<file path="src/rtl/memfill_pkg.sv">
package memfill_pkg;

    localparam int ADDR_W         = 32;
    localparam int DATA_W         = 32;
    localparam int BYTES_PER_WORD = DATA_W / 8;

    localparam logic [1:0] RESP_OKAY  = 2'b00;
    localparam logic [1:0] BURST_INCR = 2'b01;
    localparam logic [2:0] SIZE_CODE  = 3'($clog2(BYTES_PER_WORD));

    typedef logic [ADDR_W-1:0] addr_t;
    typedef logic [DATA_W-1:0] word_t;

    typedef enum logic [1:0] {
        PH_IDLE,
        PH_WRITE,
        PH_READ,
        PH_DONE
    } phase_e;

    // A failure event raised by one engine for the verdict logic
    typedef struct packed {
        logic  hit;
        addr_t addr;
    } fault_t;

    // One accepted read beat together with what it should have been
    typedef struct packed {
        logic       fire;
        addr_t      addr;
        word_t      data;
        word_t      golden;
        logic [1:0] resp;
        logic       last_seen;
        logic       last_golden;
    } rd_beat_t;

    function automatic word_t pattern_word(input logic [31:0] idx);
        return word_t'(idx);
    endfunction

    function automatic addr_t word_addr(input addr_t base, input logic [31:0] idx);
        return base + addr_t'(idx) * addr_t'(BYTES_PER_WORD);
    endfunction

    function automatic addr_t burst_addr(input addr_t base, input logic [31:0] burst,
                                         input int beats);
        return base + addr_t'(burst) * addr_t'(beats * BYTES_PER_WORD);
    endfunction

endpackage

</file>
<file path="src/rtl/mf_wr_engine.sv">
module mf_wr_engine
    import memfill_pkg::*;
#(
    parameter addr_t BASE_ADDR   = 32'hA100_0000,
    parameter int    NUM_BURSTS  = 10,
    parameter int    BURST_BEATS = 16
) (
    input  logic       clk,
    input  logic       rst,
    input  logic       go,
    output logic       awvalid,
    input  logic       awready,
    output addr_t      awaddr,
    output logic       wvalid,
    input  logic       wready,
    output word_t      wdata,
    output logic       wlast,
    input  logic       bvalid,
    output logic       bready,
    input  logic [1:0] bresp,
    output logic       phase_done,
    output fault_t     fault
);

    localparam int TOTAL = NUM_BURSTS * BURST_BEATS;
    localparam int BCW   = $clog2(NUM_BURSTS + 1);
    localparam int IW    = $clog2(TOTAL + 1);
    localparam int BTW   = $clog2(BURST_BEATS);

    logic           active;
    logic [BCW-1:0] aw_cnt;
    logic [BCW-1:0] b_cnt;
    logic [IW-1:0]  w_idx;
    logic [BTW-1:0] w_beat;
    logic           aw_fire, w_fire, b_fire;

    assign awvalid = active && (aw_cnt != BCW'(NUM_BURSTS));
    assign awaddr  = burst_addr(BASE_ADDR, 32'(aw_cnt), BURST_BEATS);
    assign wvalid  = active && (w_idx != IW'(TOTAL));
    assign wdata   = pattern_word(32'(w_idx));
    assign wlast   = (w_beat == BTW'(BURST_BEATS - 1));
    assign bready  = active && (b_cnt != BCW'(NUM_BURSTS));

    assign aw_fire = awvalid && awready;
    assign w_fire  = wvalid && wready;
    assign b_fire  = bvalid && bready;

    assign phase_done = b_fire && (b_cnt == BCW'(NUM_BURSTS - 1));
    assign fault.hit  = b_fire && (bresp != RESP_OKAY);
    assign fault.addr = burst_addr(BASE_ADDR, 32'(b_cnt), BURST_BEATS);

    always_ff @(posedge clk) begin
        if (rst) begin
            active <= 1'b0;
            aw_cnt <= '0;
            b_cnt  <= '0;
            w_idx  <= '0;
            w_beat <= '0;
        end else if (go) begin
            active <= 1'b1;
            aw_cnt <= '0;
            b_cnt  <= '0;
            w_idx  <= '0;
            w_beat <= '0;
        end else if (active) begin
            if (aw_fire) aw_cnt <= aw_cnt + 1'b1;
            if (w_fire) begin
                w_idx  <= w_idx + 1'b1;
                w_beat <= wlast ? '0 : w_beat + 1'b1;
            end
            if (b_fire)     b_cnt  <= b_cnt + 1'b1;
            if (phase_done) active <= 1'b0;
        end
    end

    // address and data channels hold their payload while stalled
    assert_aw_hold_R6: assert property (@(posedge clk) disable iff (rst)
        awvalid && !awready |=> awvalid && $stable(awaddr));
    assert_w_hold_R6: assert property (@(posedge clk) disable iff (rst)
        wvalid && !wready |=> wvalid && $stable(wdata) && $stable(wlast));

endmodule

</file>
<file path="src/rtl/mf_rd_engine.sv">
module mf_rd_engine
    import memfill_pkg::*;
#(
    parameter addr_t BASE_ADDR   = 32'hA100_0000,
    parameter int    NUM_BURSTS  = 10,
    parameter int    BURST_BEATS = 16
) (
    input  logic       clk,
    input  logic       rst,
    input  logic       go,
    output logic       arvalid,
    input  logic       arready,
    output addr_t      araddr,
    input  logic       rvalid,
    output logic       rready,
    input  word_t      rdata,
    input  logic [1:0] rresp,
    input  logic       rlast,
    output rd_beat_t   beat,
    output logic       phase_done
);

    localparam int TOTAL = NUM_BURSTS * BURST_BEATS;
    localparam int BCW   = $clog2(NUM_BURSTS + 1);
    localparam int IW    = $clog2(TOTAL + 1);
    localparam int BTW   = $clog2(BURST_BEATS);

    logic           active;
    logic [BCW-1:0] ar_cnt;
    logic [IW-1:0]  r_idx;
    logic [BTW-1:0] r_beat;
    logic           ar_fire;

    assign arvalid = active && (ar_cnt != BCW'(NUM_BURSTS));
    assign araddr  = burst_addr(BASE_ADDR, 32'(ar_cnt), BURST_BEATS);
    assign rready  = active;
    assign ar_fire = arvalid && arready;

    assign beat.fire        = rvalid && rready;
    assign beat.addr        = word_addr(BASE_ADDR, 32'(r_idx));
    assign beat.data        = rdata;
    assign beat.golden      = pattern_word(32'(r_idx));
    assign beat.resp        = rresp;
    assign beat.last_seen   = rlast;
    assign beat.last_golden = (r_beat == BTW'(BURST_BEATS - 1));

    assign phase_done = beat.fire && (r_idx == IW'(TOTAL - 1));

    always_ff @(posedge clk) begin
        if (rst) begin
            active <= 1'b0;
            ar_cnt <= '0;
            r_idx  <= '0;
            r_beat <= '0;
        end else if (go) begin
            active <= 1'b1;
            ar_cnt <= '0;
            r_idx  <= '0;
            r_beat <= '0;
        end else if (active) begin
            if (ar_fire) ar_cnt <= ar_cnt + 1'b1;
            if (beat.fire) begin
                r_idx  <= r_idx + 1'b1;
                r_beat <= beat.last_golden ? '0 : r_beat + 1'b1;
            end
            if (phase_done) active <= 1'b0;
        end
    end

    // read address held until accepted
    assert_ar_hold_R6: assert property (@(posedge clk) disable iff (rst)
        arvalid && !arready |=> arvalid && $stable(araddr));

endmodule

</file>
<file path="src/rtl/mf_verdict.sv">
module mf_verdict
    import memfill_pkg::*;
(
    input  logic     clk,
    input  logic     rst,
    input  logic     clear,
    input  fault_t   wr_fault,
    input  rd_beat_t beat,
    output logic     fail,
    output addr_t    fail_addr
);

    logic bad_beat;

    assign bad_beat = beat.fire &&
                      ((beat.data != beat.golden) ||
                       (beat.resp != RESP_OKAY)   ||
                       (beat.last_seen != beat.last_golden));

    always_ff @(posedge clk) begin
        if (rst || clear) begin
            fail      <= 1'b0;
            fail_addr <= '0;
        end else if (!fail) begin
            if (wr_fault.hit) begin
                fail      <= 1'b1;
                fail_addr <= wr_fault.addr;
            end else if (bad_beat) begin
                fail      <= 1'b1;
                fail_addr <= beat.addr;
            end
        end
    end

    // the first failure is kept until a new run clears it
    assert_fail_sticky_R7: assert property (@(posedge clk) disable iff (rst)
        fail && !clear |=> fail && $stable(fail_addr));

endmodule

</file>
<file path="src/rtl/memfill_verify.sv">
module memfill_verify
    import memfill_pkg::*;
#(
    parameter addr_t BASE_ADDR   = 32'hA100_0000,
    parameter int    NUM_BURSTS  = 10,
    parameter int    BURST_BEATS = 16
) (
    input  logic        clk,
    input  logic        rst,
    input  logic        start,
    output logic        busy,
    output logic        done,
    output logic        pass,
    output logic        fail,
    output logic [31:0] fail_addr,
    output logic        m_awvalid,
    input  logic        m_awready,
    output logic [31:0] m_awaddr,
    output logic [7:0]  m_awlen,
    output logic [2:0]  m_awsize,
    output logic [1:0]  m_awburst,
    output logic [2:0]  m_awprot,
    output logic        m_wvalid,
    input  logic        m_wready,
    output logic [31:0] m_wdata,
    output logic [3:0]  m_wstrb,
    output logic        m_wlast,
    input  logic        m_bvalid,
    output logic        m_bready,
    input  logic [1:0]  m_bresp,
    output logic        m_arvalid,
    input  logic        m_arready,
    output logic [31:0] m_araddr,
    output logic [7:0]  m_arlen,
    output logic [2:0]  m_arsize,
    output logic [1:0]  m_arburst,
    output logic [2:0]  m_arprot,
    input  logic        m_rvalid,
    output logic        m_rready,
    input  logic [31:0] m_rdata,
    input  logic [1:0]  m_rresp,
    input  logic        m_rlast
);

    localparam int BCW = $clog2(NUM_BURSTS + 1);

    phase_e   phase;
    logic     start_ok;
    logic     wr_done, rd_done;
    fault_t   wr_fault;
    rd_beat_t rd_beat;

    assign start_ok = start && ((phase == PH_IDLE) || (phase == PH_DONE));

    always_ff @(posedge clk) begin
        if (rst) begin
            phase <= PH_IDLE;
        end else begin
            case (phase)
                PH_IDLE, PH_DONE: if (start_ok) phase <= PH_WRITE;
                PH_WRITE:         if (wr_done)  phase <= PH_READ;
                PH_READ:          if (rd_done)  phase <= PH_DONE;
                default:                        phase <= PH_IDLE;
            endcase
        end
    end

    assign busy = (phase == PH_WRITE) || (phase == PH_READ);
    assign done = (phase == PH_DONE);
    assign pass = done && !fail;

    assign m_awlen   = 8'(BURST_BEATS - 1);
    assign m_awsize  = SIZE_CODE;
    assign m_awburst = BURST_INCR;
    assign m_awprot  = 3'b000;
    assign m_wstrb   = '1;
    assign m_arlen   = 8'(BURST_BEATS - 1);
    assign m_arsize  = SIZE_CODE;
    assign m_arburst = BURST_INCR;
    assign m_arprot  = 3'b000;

    mf_wr_engine #(
        .BASE_ADDR  (BASE_ADDR),
        .NUM_BURSTS (NUM_BURSTS),
        .BURST_BEATS(BURST_BEATS)
    ) u_wr (
        .clk       (clk),
        .rst       (rst),
        .go        (start_ok),
        .awvalid   (m_awvalid),
        .awready   (m_awready),
        .awaddr    (m_awaddr),
        .wvalid    (m_wvalid),
        .wready    (m_wready),
        .wdata     (m_wdata),
        .wlast     (m_wlast),
        .bvalid    (m_bvalid),
        .bready    (m_bready),
        .bresp     (m_bresp),
        .phase_done(wr_done),
        .fault     (wr_fault)
    );

    mf_rd_engine #(
        .BASE_ADDR  (BASE_ADDR),
        .NUM_BURSTS (NUM_BURSTS),
        .BURST_BEATS(BURST_BEATS)
    ) u_rd (
        .clk       (clk),
        .rst       (rst),
        .go        (wr_done),
        .arvalid   (m_arvalid),
        .arready   (m_arready),
        .araddr    (m_araddr),
        .rvalid    (m_rvalid),
        .rready    (m_rready),
        .rdata     (m_rdata),
        .rresp     (m_rresp),
        .rlast     (m_rlast),
        .beat      (rd_beat),
        .phase_done(rd_done)
    );

    mf_verdict u_verdict (
        .clk      (clk),
        .rst      (rst),
        .clear    (start_ok),
        .wr_fault (wr_fault),
        .beat     (rd_beat),
        .fail     (fail),
        .fail_addr(fail_addr)
    );

    // Checker-only count of accepted write responses in the current run
    logic [BCW-1:0] b_seen;
    always_ff @(posedge clk) begin
        if (rst || start_ok)                b_seen <= '0;
        else if (m_bvalid && m_bready)      b_seen <= b_seen + 1'b1;
    end

    // reads wait for every write response
    assert_ar_after_writes_R5: assert property (@(posedge clk) disable iff (rst)
        m_arvalid |-> (b_seen == BCW'(NUM_BURSTS)));
    // done rises only right after an accepted read beat
    assert_done_after_beat_R9: assert property (@(posedge clk) disable iff (rst)
        $rose(done) |-> $past(m_rvalid && m_rready));
    // response readies confined to their phases
    assert_ready_phase_R10: assert property (@(posedge clk) disable iff (rst)
        !(m_bready && m_rready));

endmodule

</file>
<file path="config.mk">
export PLATFORM = sky130hd
export DESIGN_NAME = memfill_verify
export DESIGN_NICKNAME = d
export VERILOG_FILES = /design/src/rtl/memfill_pkg.sv /design/src/rtl/mf_wr_engine.sv /design/src/rtl/mf_rd_engine.sv /design/src/rtl/mf_verdict.sv /design/src/rtl/memfill_verify.sv
export SDC_FILE = /design/constraint.sdc
export NUM_CORES = 1
export LEC_CHECK = 0
export BUFFER_PORTS_ARGS = -buffer_cell sky130_fd_sc_hd__clkbuf_2
export CAP_MARGIN = 20
export CORE_UTILIZATION = 52
export CTS_CLUSTER_DIAMETER = 200
export DETAILED_ROUTE_END_ITERATION = 8
export GPL_ROUTABILITY_DRIVEN = 1
export PLACE_DENSITY = 0.83
export SETUP_SLACK_MARGIN = 0.2
export SLEW_MARGIN = 30
export SYNTH_ARGS = -nofsm -noshare
export SYNTH_HDL_FRONTEND = slang
export SYNTH_HIERARCHICAL = 1
export SYNTH_SLANG_ARGS = --single-unit
</file>
<file path="constraint.sdc">
create_clock -name clk -period 2.7 [get_ports clk]
set_clock_uncertainty 0.15 [all_clocks]
set_input_delay 0.135 -clock clk [delete_from_list [all_inputs] [get_ports clk]]
set_output_delay 0.135 -clock clk [all_outputs]
set_load 0.05 [all_outputs]
</file>
=== After elaboration in Yosys (flattened, before gate mapping) ===
Cells that the tools add are included.

* Latch bits: 0
* Bits in writable memories: 0
* Output and inout bits: 174
* Memories kept: 0
* Input port bits: 45
* Bits in read-only memories: 0
* Bits in registers: 73
* Logic and storage cells: 92

* Div/mod/pow operators: 0
* Multiply operators: 0
* Shift-type cells: 0
* Bitwise operators: 1
* Magnitude comparators: 0
* Equal/unequal tests: 16
* $add $sub $neg: 11
* Reduce and logical (&&, ||, !) cells: 35
* Mux-type cells: 17

{| class="wikitable"
|+ Operators with widths
! kind !! number
|-
| $add A32 B10 Y32 const A || 4
|-
| $mux W32 || 2
|-
| $ne A32 B8 Y1 || 1
|-
| $add A4 B1 Y4 const B || 5
|-
| $add A8 B1 Y8 const B || 2
|-
| $logic_and A1 B1 Y1 || 15
|-
| $eq A4 B4 Y1 const B || 3
|-
| $ne A4 B4 Y1 const B || 3
|-
| $reduce_and A2 Y1 || 6
|-
| $mux W1 || 9
|-
| $eq A8 B8 Y1 const B || 1
|-
| $mux W4 || 2
|-
| $ne A8 B8 Y1 const B || 1
|-
| $mux W2 || 3
|-
| $pmux W2 S3 || 1
|-
| $reduce_bool A2 Y1 || 3
|-
| $reduce_or A2 Y1 || 3
|-
| $logic_or A1 B1 Y1 || 5
|-
| $eq A2 B2 Y1 const B || 2
|-
| $ne A2 B1 Y1 const B || 2
|-
| $reduce_and A3 Y1 || 1
|-
| $eq A2 B1 Y1 const B || 1
|-
| $logic_not A2 Y1 || 1
|-
| $ne A2 B2 Y1 const B || 1
|-
| 3 further kinds || 3
|}

=== Logic depth before layout (Yosys ltp) ===
Gate-level depths: netlist (run 1).

* Depth after elaboration: 7
* Gate-level depth with buffers: 10
* Gate-level depth less buffers: 8

=== By module ===
Netlist (run 1), hierarchy kept.

{| class="wikitable"
|+ Modules (own cells, without submodules)
! module !! area an instance (µm²) !! seq. area each (µm²) !! cells each !! instances
|-
| mf_verdict || 2163.3 || 660.6 || 259 || 1
|-
| mf_rd_engine || 1715.4 || 340.3 || 213 || 1
|-
| mf_wr_engine || 1699.1 || 420.4 || 203 || 1
|-
| memfill_verify || 449.2 || 40.0 || 60 || 1
|}

=== Worst setup path after synthesis (run 1) ===
OpenSTA, ideal clock, no wires.

* Path kind: register to output
* From: reg u_wr.w_idx[0]
* To: out m_wvalid
* Path slack: 360 ps
* Data required time: 2415 ps
* Path buffers: 0
* Arrival: 2055 ps
* Cell stages (with the launch flop): 5
* Cell sequence: dfxtp_1 inv_1 ha_1 and4bb_4 a31oi_1

* Cells in the longest elaborated chain, start to end: 2

{| class="wikitable"
|+ Ends and longest elaborated chain
! what !! line !! RTL
|-
| start, declared || mf_wr_engine.sv:33 || <nowiki>logic [IW-1:0] w_idx;</nowiki>
|-
| start signal, assigned || mf_wr_engine.sv:68 || <nowiki>w_idx <= w_idx + 1'b1;</nowiki>
|-
| $ne A8 B8 Y1 || mf_wr_engine.sv:39 || <nowiki>assign wvalid = active && (w_idx != IW'(TOTAL));</nowiki>
|-
| $logic_and A1 B1 Y1 || mf_wr_engine.sv:39 ||
|-
| end, declared || memfill_verify.sv:23 || <nowiki>output logic m_wvalid,</nowiki>
|}

Every way passes these cells.

==> key figures, run 1 <==
Synth
  – Fraction of registers with async set/reset: 0
  – Synth warnings: 6
  – Mapped Cells: 735
  – Yosys reg bits: 73
  – Top-area cell type share of the netlist area: 0.2965
  – Mapped Area: 6027 sq um
  – Seq/Total Area, Yosys: 0.2425
  – Leading area contributor after synthesis: buf_4
  – Primary FF master, synth: dfxtp_1
  – Area contributors post-synth: buf_4 30%, dfxtp_1 24%, a221oi_2 7.5%
  – Cell variety after synth: 61
  – Post-synth EDFFs: 0
  – Mean post-synth cell area: 8.200 sq um

Global routing
  – Initial antenna violation count: 0
  – Tot GR Track Use: 0.1767
  – Global route overflow: 0
  – Vias in the first global route: 3621
  – Global-route wire length before repair: 16550 um
  – Largest net degree at the start of global routing: 36

STA
  – Max Clk Rate: 0.4115 GHz
  – Setup TNS: 0 ps
  – Slew @ Worst Pin: 503.3 ps
  – Final Slew Violations: 0
  – RSZ-0062 raised after global routing: true
  – Final Cycle Share: 0.9001
  – Setup violations, final: 0
  – Setup WS post-layout: 269.8 ps
  – Worst slew margin: 0.6619
  – Endpoints failing hold: 0
  – Final worst path period need: 2430 ps

Routing
  – Vias/cell: 4.440
  – Post-DRT Antenna Nets: 0
  – DRT Pass-1 Iters: 4
  – Drt wl/cell: 11.45 um
  – Initial DRC Count: 224
  – Vias: 4174
  – Post-route DRC violation count: 0
  – Post-Route WL: 10770 um

Flow run
  – MaxCap Viol Count: 0

Die
  – Die width: 109.7 um
  – IO Count: 219
  – Initial Util: 0.5440
  – Row Count: 38
  – Die area: 12030 sq um
  – Die H: 109.7 um
  – Core area: 11080 sq um

CTS
  – Deepest clock path buffer count: 2
  – CTS root buf: clkbuf_16
  – Worst-Skew Late Latency: 340 ps
  – Clock transition at the registers of the reported paths: 60 ps
  – TritonCTS clock tree: done
  – H-tree Lvls: 3
  – Cts bufs inserted: 9
  – Clock sink count: 73

Cells and area
  – Most frequent cells in the layout: 192 x conb_1, 102 x clkbuf_2, 73 x dfxtp_1
  – Area growth syn-to-layout: 1.661%
  – Layout cell share with drive strength beyond 1: 0.2388
  – Fin area: 6127 sq um
  – Most common cell after layout, fill and taps aside: conb_1
  – Fin nets: 855
  – Ant diodes: 0

Placed design
  – Port Buffers: 102
  – RePlAce Congestion: 0.7534
  – Post-placement cell area: 5660 sq um
  – Hpwl dp: 7797 um
  – Pre-CTS WS: 106.5 ps

Worst setup path
  – CP Capture Type: register
  – CP required: 2800 ps
  – CP Launch Type: register
  – Crit path arrival time: 2530 ps
  – Crit path max fanout: 14
  – Crit path kind: reg -> reg

Pwr
  – Leakage power: 2.703 nW
  – Peak supply drop: 0.3791 mV
  – Power Density: 699.8 nW/um^2
  – Final Power: 4.288 mW

Status
  – Status: finished, final reports clean

Hold path
  – Hold Crit Class: in -> reg
sequential cells by signal (all words and copies together), names as in the netlist:
signal / cells
u_verdict/fail_addr: 32
u_rd/r_idx: 8
u_wr/w_idx: 8
u_rd/ar_cnt: 4
u_rd/r_beat: 4
u_wr/aw_cnt: 4
u_wr/b_cnt: 4
u_wr/w_beat: 4
phase: 2
u_rd/rready: 1
u_verdict/fail: 1
u_wr/active: 1
metrics by stage:
step,hold WS (ps),cells,util
floorplan,56.32,921,-
global placement,216.0,919,0.5110
detailed placement,223.7,919,0.5110
finish,27.13,940,0.5531
global route,45.72,940,0.5531
CTS,4.249,938,0.5468
kinds of logic (layout without fill, tap and decap cells):
family / count (synthesis) / in the layout / synth area share
fa+ha+maj: 15 / 15 / 0.03114
compound gates: 112 / 112 / 0.1669
simple gates: 168 / 168 / 0.1351
flops: 73 / 73 / 0.2425
xor+xnor: 47 / 47 / 0.06830
mux: 3 / 3 / 0.005190
buf+inv: 311 / 190 / 0.3471
other cells: 6 / 192 / 0.003737
area by class of cell:
type	instances	area (sq um)
Tap cell	140	175.2
Multi-Input combinational cell	537	3217
Clock buffer	9	225.2
Timing Repair Buffer	121	700.7
Sequential cell	73	1461
Fill cell	1063	4951
Timing Repair inverter	1	7.507
Clock inverter	7	141.4
Inverter	52	198.9
cell usage after synthesis (2+ instances only):
cell type / number
a211oi_1: 3
a21oi_1: 12
a221oi_1: 3
a221oi_2: 30
a311oi_1: 2
a31o_2: 3
a31oi_1: 3
and2_1: 4
and2_2: 2
and3_1: 4
buf_1: 2
buf_4: 238
buf_6: 4
clkbuf_1: 14
conb_1: 6
dfxtp_1: 73
ha_1: 15
inv_1: 52
mux2i_1: 2
nand2_1: 48
nand2b_1: 2
nand3_1: 7
nand3b_1: 3
nand4_1: 13
nor2_1: 60
nor2b_1: 2
nor3_1: 3
o21a_1: 4
o21ai_0: 32
o21ba_2: 2
o22ai_1: 4
o31ai_1: 4
or2_2: 2
or3_1: 3
or4_1: 3
xnor2_1: 38
xor2_1: 9
routing by layer:
layer	global-route usage	up-vias	share of wire
met3	0.05039	8	0.052
met1	0.2063	1882	0.42
li1	-	2132	-
met2	0.3154	152	0.52
met5	0	-	0
met4	0.04571	0	0.0088
worst max-delay path: stages, from the launching register on:
cell,delay [ps]
dfxtp_1,320
inv_1,40
ha_1,250
a21boi_4,150
o21a_1,180
buf_4,240
nor2_1,100
a311o_2,440
buf_4,210
a221oi_2,270
report_power, final:
group / switching [mW] / internal [mW] / total, mW
combinational: 1.21 / 0.383 / 1.59
sequential: 0.0619 / 1.17 / 1.23
clock: 0.469 / 0.997 / 1.47
total: 1.74 / 2.55 / 4.29
worst paths after layout:
kind,from,end,slack (ps),depth (start not counted)
worst max-delay path,u_wr/b_cnt[0],u_verdict/fail_addr[9],270,9
worst min-delay path,m_wready,u_wr/w_idx[3],30,4
worst max register to register,u_wr/b_cnt[0],u_verdict/fail_addr[9],270,9
worst min register to register,u_verdict/fail_addr[22],u_verdict/fail_addr[22],310,2
repair_timing:
action                                  4_1_cts  5_1_grt
endpoints found under the setup margin       24       23
pin swaps                                     1        1
cloned                                        0        2
gates resized for setup                       1        7
hold buffers                                  2        0
setup buffers                                 1        0
endpoints found under the hold margin         3        0
No activity file was read; power rests on OpenSTA's default activity.
==> run 2, diff against run 1 <==
ABC_AREA = 1   (was unset)
CELL_PAD_IN_SITES_DETAIL_PLACEMENT = 0   (was unset)
CELL_PAD_IN_SITES_GLOBAL_PLACEMENT = 1   (was unset)
CORE_UTILIZATION = 35   (was 52)
PLACE_DENSITY = unset   (was 0.83)
PLACE_DENSITY_LB_ADDON = 0.1   (was unset)
SETUP_SLACK_MARGIN = 0.05   (was 0.2)
==> key figures, run 2 <==
Global routing
  – Largest net degree at the start of global routing: 34
  – Tot GR Track Use: 0.1313
  – Vias in the first global route: 4156
  – Global-route wire length before repair: 19260 um
  – Initial antenna violation count: 0
  – Global route overflow: 0

Cells and area
  – Most common cell after layout, fill and taps aside: nand2_1
  – Area growth syn-to-layout: 0.9018%
  – Most frequent cells in the layout: 304 x nand2_1, 192 x conb_1, 127 x inv_1
  – Fin area: 6440 sq um
  – Post-layout util: 0.3597
  – Max FFs per register: 32
  – Top reg by flops: u_verdict/fail_addr
  – Top Registers: u_verdict/fail_addr (32), u_rd/r_idx (8), u_wr/w_idx (8)
  – Layout cell share with drive strength beyond 1: 0.1348
  – Number of fill cells in the layout: 2031
  – Fin nets: 1139
  – Ant diodes: 0

STA
  – Setup violations, final: 0
  – RSZ-0062 raised after global routing: false
  – Max Clk Rate: 0.4299 GHz
  – Setup TNS: 0 ps
  – Final Cycle Share: 0.8616
  – Endpoints failing hold: 0
  – Final worst path period need: 2326 ps
  – Final Slew Violations: 0
  – Setup WS post-layout: 373.7 ps
  – Min Hold Slack: 61.79 ps

Synth
  – Post-Synth XOR/XNOR Area: 0.02196
  – Synth warnings: 6
  – Count leader, synth: nand2_1
  – Fraction of registers with async set/reset: 0
  – Mapped Area: 6382 sq um
  – Area contributors post-synth: buf_4 28%, dfxtp_1 23%, nand2_1 18%
  – Adder-cell area share of the yosys netlist: 0.02941
  – Synth Area in Compound Gates: 0.03842
  – Mapped Cells: 1022
  – Post-synth top cells: 304 x nand2_1, 235 x buf_4, 127 x inv_1
  – Cell variety after synth: 30
  – Mean post-synth cell area: 6.245 sq um
  – Yosys reg bits: 73
  – Leading area contributor after synthesis: buf_4
  – Primary FF master, synth: dfxtp_1
  – Largest family of logic cells by synthesized area: buffers and inverters
  – Post-synth EDFFs: 0
  – Seq/Total Area, Yosys: 0.2290
  – Top-area cell type share of the netlist area: 0.2764
  – Area share of and/or/nand/nor cells after synthesis: 0.3021
  – Mux contribution to synthesized area: 0

Worst setup path
  – CP required: 2790 ps
  – CP Capture Type: register
  – Crit path kind: reg -> reg
  – Crit path max fanout: 29
  – Crit path arrival time: 2420 ps
  – Reg-to-reg setup timing slack: 370 ps
  – CP Launch Type: register

Placed design
  – Pre-CTS WS: 295.8 ps
  – Port Buffers: 102
  – Post-placement cell area: 6062 sq um
  – Hpwl dp: 8584 um
  – RePlAce Congestion: 0.7349

CTS
  – Worst-Skew Late Latency: 340 ps
  – H-tree Lvls: 3
  – Clock transition at the registers of the reported paths: 60 ps
  – Deepest clock path buffer count: 2
  – CTS root buf: clkbuf_16
  – TritonCTS clock tree: done
  – Cts bufs inserted: 9
  – Clock sink count: 73

Die
  – Die H: 137.0 um
  – Row Count: 49
  – Die area: 18780 sq um
  – Core area: 17900 sq um
  – Initial Util: 0.3565
  – IO Count: 219
  – Die width: 137.0 um

Routing
  – Post-route DRC violation count: 0
  – Vias/cell: 3.678
  – Post-DRT Antenna Nets: 0
  – Drt wl/cell: 8.917 um
  – DRT Pass-1 Iters: 5
  – Initial DRC Count: 126
  – Post-Route WL: 11700 um
  – Vias: 4825

Pwr
  – Leakage power: 3.731 nW
  – Power Density: 619.3 nW/um^2
  – Peak supply drop: 0.4425 mV

Flow run
  – MaxCap Viol Count: 0

Hold path
  – Hold Crit Class: in -> reg

Status
  – Status: finished, final reports clean
[run 2: cells by family (layout without fill, tap and decap cells)]
kind of cell    count (synthesis)  in the layout
xor+xnor                       16             16
flops                          73             73
buf+inv                       387            262
simple gates                  478            478
fa+ha+maj                      15             15
compound gates                 47             47
other cells                     6            192
[run 2: through the flow]
stage               total power, mW  cells
floorplan                     2.725   1208
global placement              2.739   1291
detailed placement            2.728   1291
CTS                           4.056   1312
global route                  4.257   1312
finish                        3.988   1312
[run 2: cell type report]
type,count,area (sq um),share of cell area
clock buffer,13,280.3,0.04352
multi-input combinational,748,3229,0.5015
timing repair buffer,116,655.6,0.1018
clock inverter,2,35.03,0.005440
sequential,73,1461,0.2269
inverter,131,491.7,0.07636
tap,229,286.5,0.04449
[run 2: final timing paths]
kind | from | end | depth (start not counted)
min reg2reg | u_rd/r_beat[2] | u_rd/r_beat[2] | 2
max | u_rd/r_beat[0] | u_verdict/fail_addr[23] | 17
max reg2reg | u_rd/r_beat[0] | u_verdict/fail_addr[23] | 17
min | m_bvalid | u_wr/b_cnt[0] | 3
[run 2: what timing repair did]
action	CTS	global route
hold buffers	6	0
endpoints found under the hold margin	12	0
resized for setup	0	1
buffers inserted	0	0
endpoints found under the setup margin	0	1
[run 2: routing by layer]
metal / track usage / routed length, um
met5: 0 / 0
met4: 0.04518 / 193
met3: 0.03741 / 693
met2: 0.2079 / 4858
met1: 0.1692 / 5953
[run 2: worst max-delay path: stages, from the launching register on]
cell	delay [ps]
dfxtp_1	390
ha_1	220
nand3_1	100
inv_1	80
inv_1	40
nand2_1	40
nand3_1	60
nor2_1	80
nand3_1	90
nor2_1	150
nand2_1	70
nand2_1	100
nand2_2	80
nand2_4	180
buf_12	210
nand2_1	70
nand2_1	60
nor2_1	40
[run 2: power breakdown]
group | leakage (nW) | switching [mW] | internal, mW
Combinational | 2.98 | 1.16 | 0.309
Clock | 0.158 | 0.474 | 0.810
Sequential | 0.591 | 0.0696 | 1.16
==> run 3, diff against run 2 <==
CORE_UTILIZATION = 38   (was 35)
clock period = 2.77 ns   (was 2.7 ns; I/O delays follow)
==> key figures, run 3 (synthesis results as in run 2) <==
Status
  – Status: finished, final reports clean

Worst setup path
  – Reg-to-reg setup timing slack: 480 ps
  – Crit path kind: reg -> reg
  – Worst setup startpoint: u_rd/r_beat[0]
  – Crit path to: u_verdict/fail_addr[18]
  – CP required: 2860 ps
  – Reg2reg path depth: 17
  – CP Launch Type: register
  – CP Capture Type: register
  – Crit path arrival time: 2380 ps
  – Crit path max fanout: 64
  – Reg2reg end: u_verdict/fail_addr[18]
  – RR Startpoint: u_rd/r_beat[0]

Routing
  – Vias: 4879
  – Post-route DRC violation count: 0
  – Initial DRC Count: 208
  – Post-Route WL: 11260 um
  – Drt wl/cell: 8.658 um
  – Post-DRT Antenna Nets: 0
  – Vias/cell: 3.750
  – DRT Pass-1 Iters: 4

CTS
  – Worst-Skew Late Latency: 340 ps
  – CTS root buf: clkbuf_16
  – Clock transition at the registers of the reported paths: 60 ps
  – TritonCTS clock tree: done
  – Clock sink count: 73
  – Deepest clock path buffer count: 2
  – Cts bufs inserted: 9
  – H-tree Lvls: 3

Global routing
  – Global-route wire length before repair: 19050 um
  – Met2 Use GR: 0.2072
  – Largest net degree at the start of global routing: 65
  – Busiest grt layer: met2
  – Vias in the first global route: 4056
  – Initial antenna violation count: 0
  – GR Util met1: 0.1832
  – Tot GR Track Use: 0.1352
  – Global route overflow: 0
  – M3 GR Usage: 0.03472

STA
  – Final Slew Violations: 0
  – Final Cycle Share: 0.8261
  – Min Hold Slack: 62.74 ps
  – Setup violations, final: 0
  – RSZ-0062 raised after global routing: false
  – Endpoints failing hold: 0
  – Max Clk Rate: 0.4370 GHz
  – Final worst path period need: 2288 ps
  – Setup TNS: 0 ps

Pwr
  – Clock power share: 0.331
  – Power Density: 612.0 nW/um^2
  – Leakage power: 3.714 nW
  – P_sw: 1.659 mW
  – Logic gate share of total power: 0.362
  – Internal power: 2.263 mW
  – Peak supply drop: 0.4167 mV
  – Sw frac: 0.4231
  – Final Power: 3.922 mW
  – Sequential power share: 0.307

Placed design
  – Post-placement cell area: 6016 sq um
  – DP Cell Count: 1279
  – Port Buffers: 102
  – RePlAce Congestion: 0.7264
  – Hpwl dp: 8187 um

Cells and area
  – Most common cell after layout, fill and taps aside: nand2_1
  – Ant diodes: 0
  – Most frequent cells in the layout: 304 x nand2_1, 192 x conb_1, 127 x inv_1
  – Top Registers: u_verdict/fail_addr (32), u_rd/r_idx (8), u_wr/w_idx (8)
  – Fin area: 6409 sq um
  – Fin nets: 1136
  – Area growth syn-to-layout: 0.4117%
  – Top reg by flops: u_verdict/fail_addr
  – Max FFs per register: 32
  – Final cell count without fillers: 1301
  – Layout cell share with drive strength beyond 1: 0.1332

Die
  – Core area: 16470 sq um
  – Die area: 17320 sq um
  – Row Count: 47
  – Initial Util: 0.3876
  – Die width: 131.6 um
  – IO Count: 219
  – Die H: 131.6 um

Hold path
  – Hold Crit Class: in -> reg

Flow run
  – MaxCap Viol Count: 0
run 3: cell count changes in the layout (fill, tap and decap cells not counted), sizes merged:
cell      previous run  this run
clkbuf             115       113
clkinv               1         2
clkinvlp             0         1
buf                  8         5
bufinv               1         2
run 3: critical path: stages (launching register included):
cell,delay [ps]
dfxtp_1,390
ha_1,210
nand3_1,110
inv_1,80
inv_1,40
nand2_1,40
nand3_1,60
nor2_1,80
nand3_1,100
nor2_1,130
nand2_1,60
nand2_1,90
nand2_2,80
nand2_4,70
buf_12,240
nand2_1,80
nand2_1,70
nor2_1,40
run 3: how the worst min path moves through the flow:
stage	startpoint	to	depth (start not counted)
finish	m_bvalid	u_wr/b_cnt[0]	3
CTS	m_bvalid	u_wr/b_cnt[0]	3
floorplan	rst	phase[0]	1
global route	m_bvalid	u_wr/b_cnt[0]	3
detailed placement	rst	phase[0]	2
global placement	rst	phase[0]	2
run 3: layout make-up:
| cell class | instances | area [sq um] |
|---|---|---|
| Fill cell | 1885 | 10060 |
| Multi-Input combinational cell | 748 | 3229 |
| Sequential cell | 73 | 1461 |
| Timing Repair Buffer | 113 | 620.6 |
| Inverter | 131 | 491.7 |
| Tap cell | 220 | 275.3 |
| Clock buffer | 11 | 252.7 |
| Clock inverter | 5 | 77.57 |
run 3: routing by layer:
metal	wire length [um]	up-vias
li1	-	2720
met1	5802	2010
met2	4713	139
met3	596	10
met4	151	0
met5	0	-
run 3: power groups by stage:
stage	clock network (mW)	logic, mW	registers (mW)
floorplan	0	1.24	1.41
global placement	0	1.42	1.23
detailed placement	0	1.42	1.23
CTS	1.35	1.43	1.21
global route	1.39	1.56	1.22
finish	1.30	1.42	1.20
run 3: what timing repair did:
action / CTS / global route
endpoints found under the hold margin: 11 / 0
setup endpoints to repair: 0 / 1
hold buffers: 6 / 0
setup buffers: 0 / 0
gates resized for setup: 0 / 1
run 3: through the flow:
stage          setup slack [ps]    util
4_1_cts                   370.3  0.3891
5_1_grt                   215.6  0.3892
2_1_floorplan             776.9       -
3_3_place_gp              463.7  0.3654
6_report                  481.6  0.3892
3_5_place_dp              398.6  0.3654
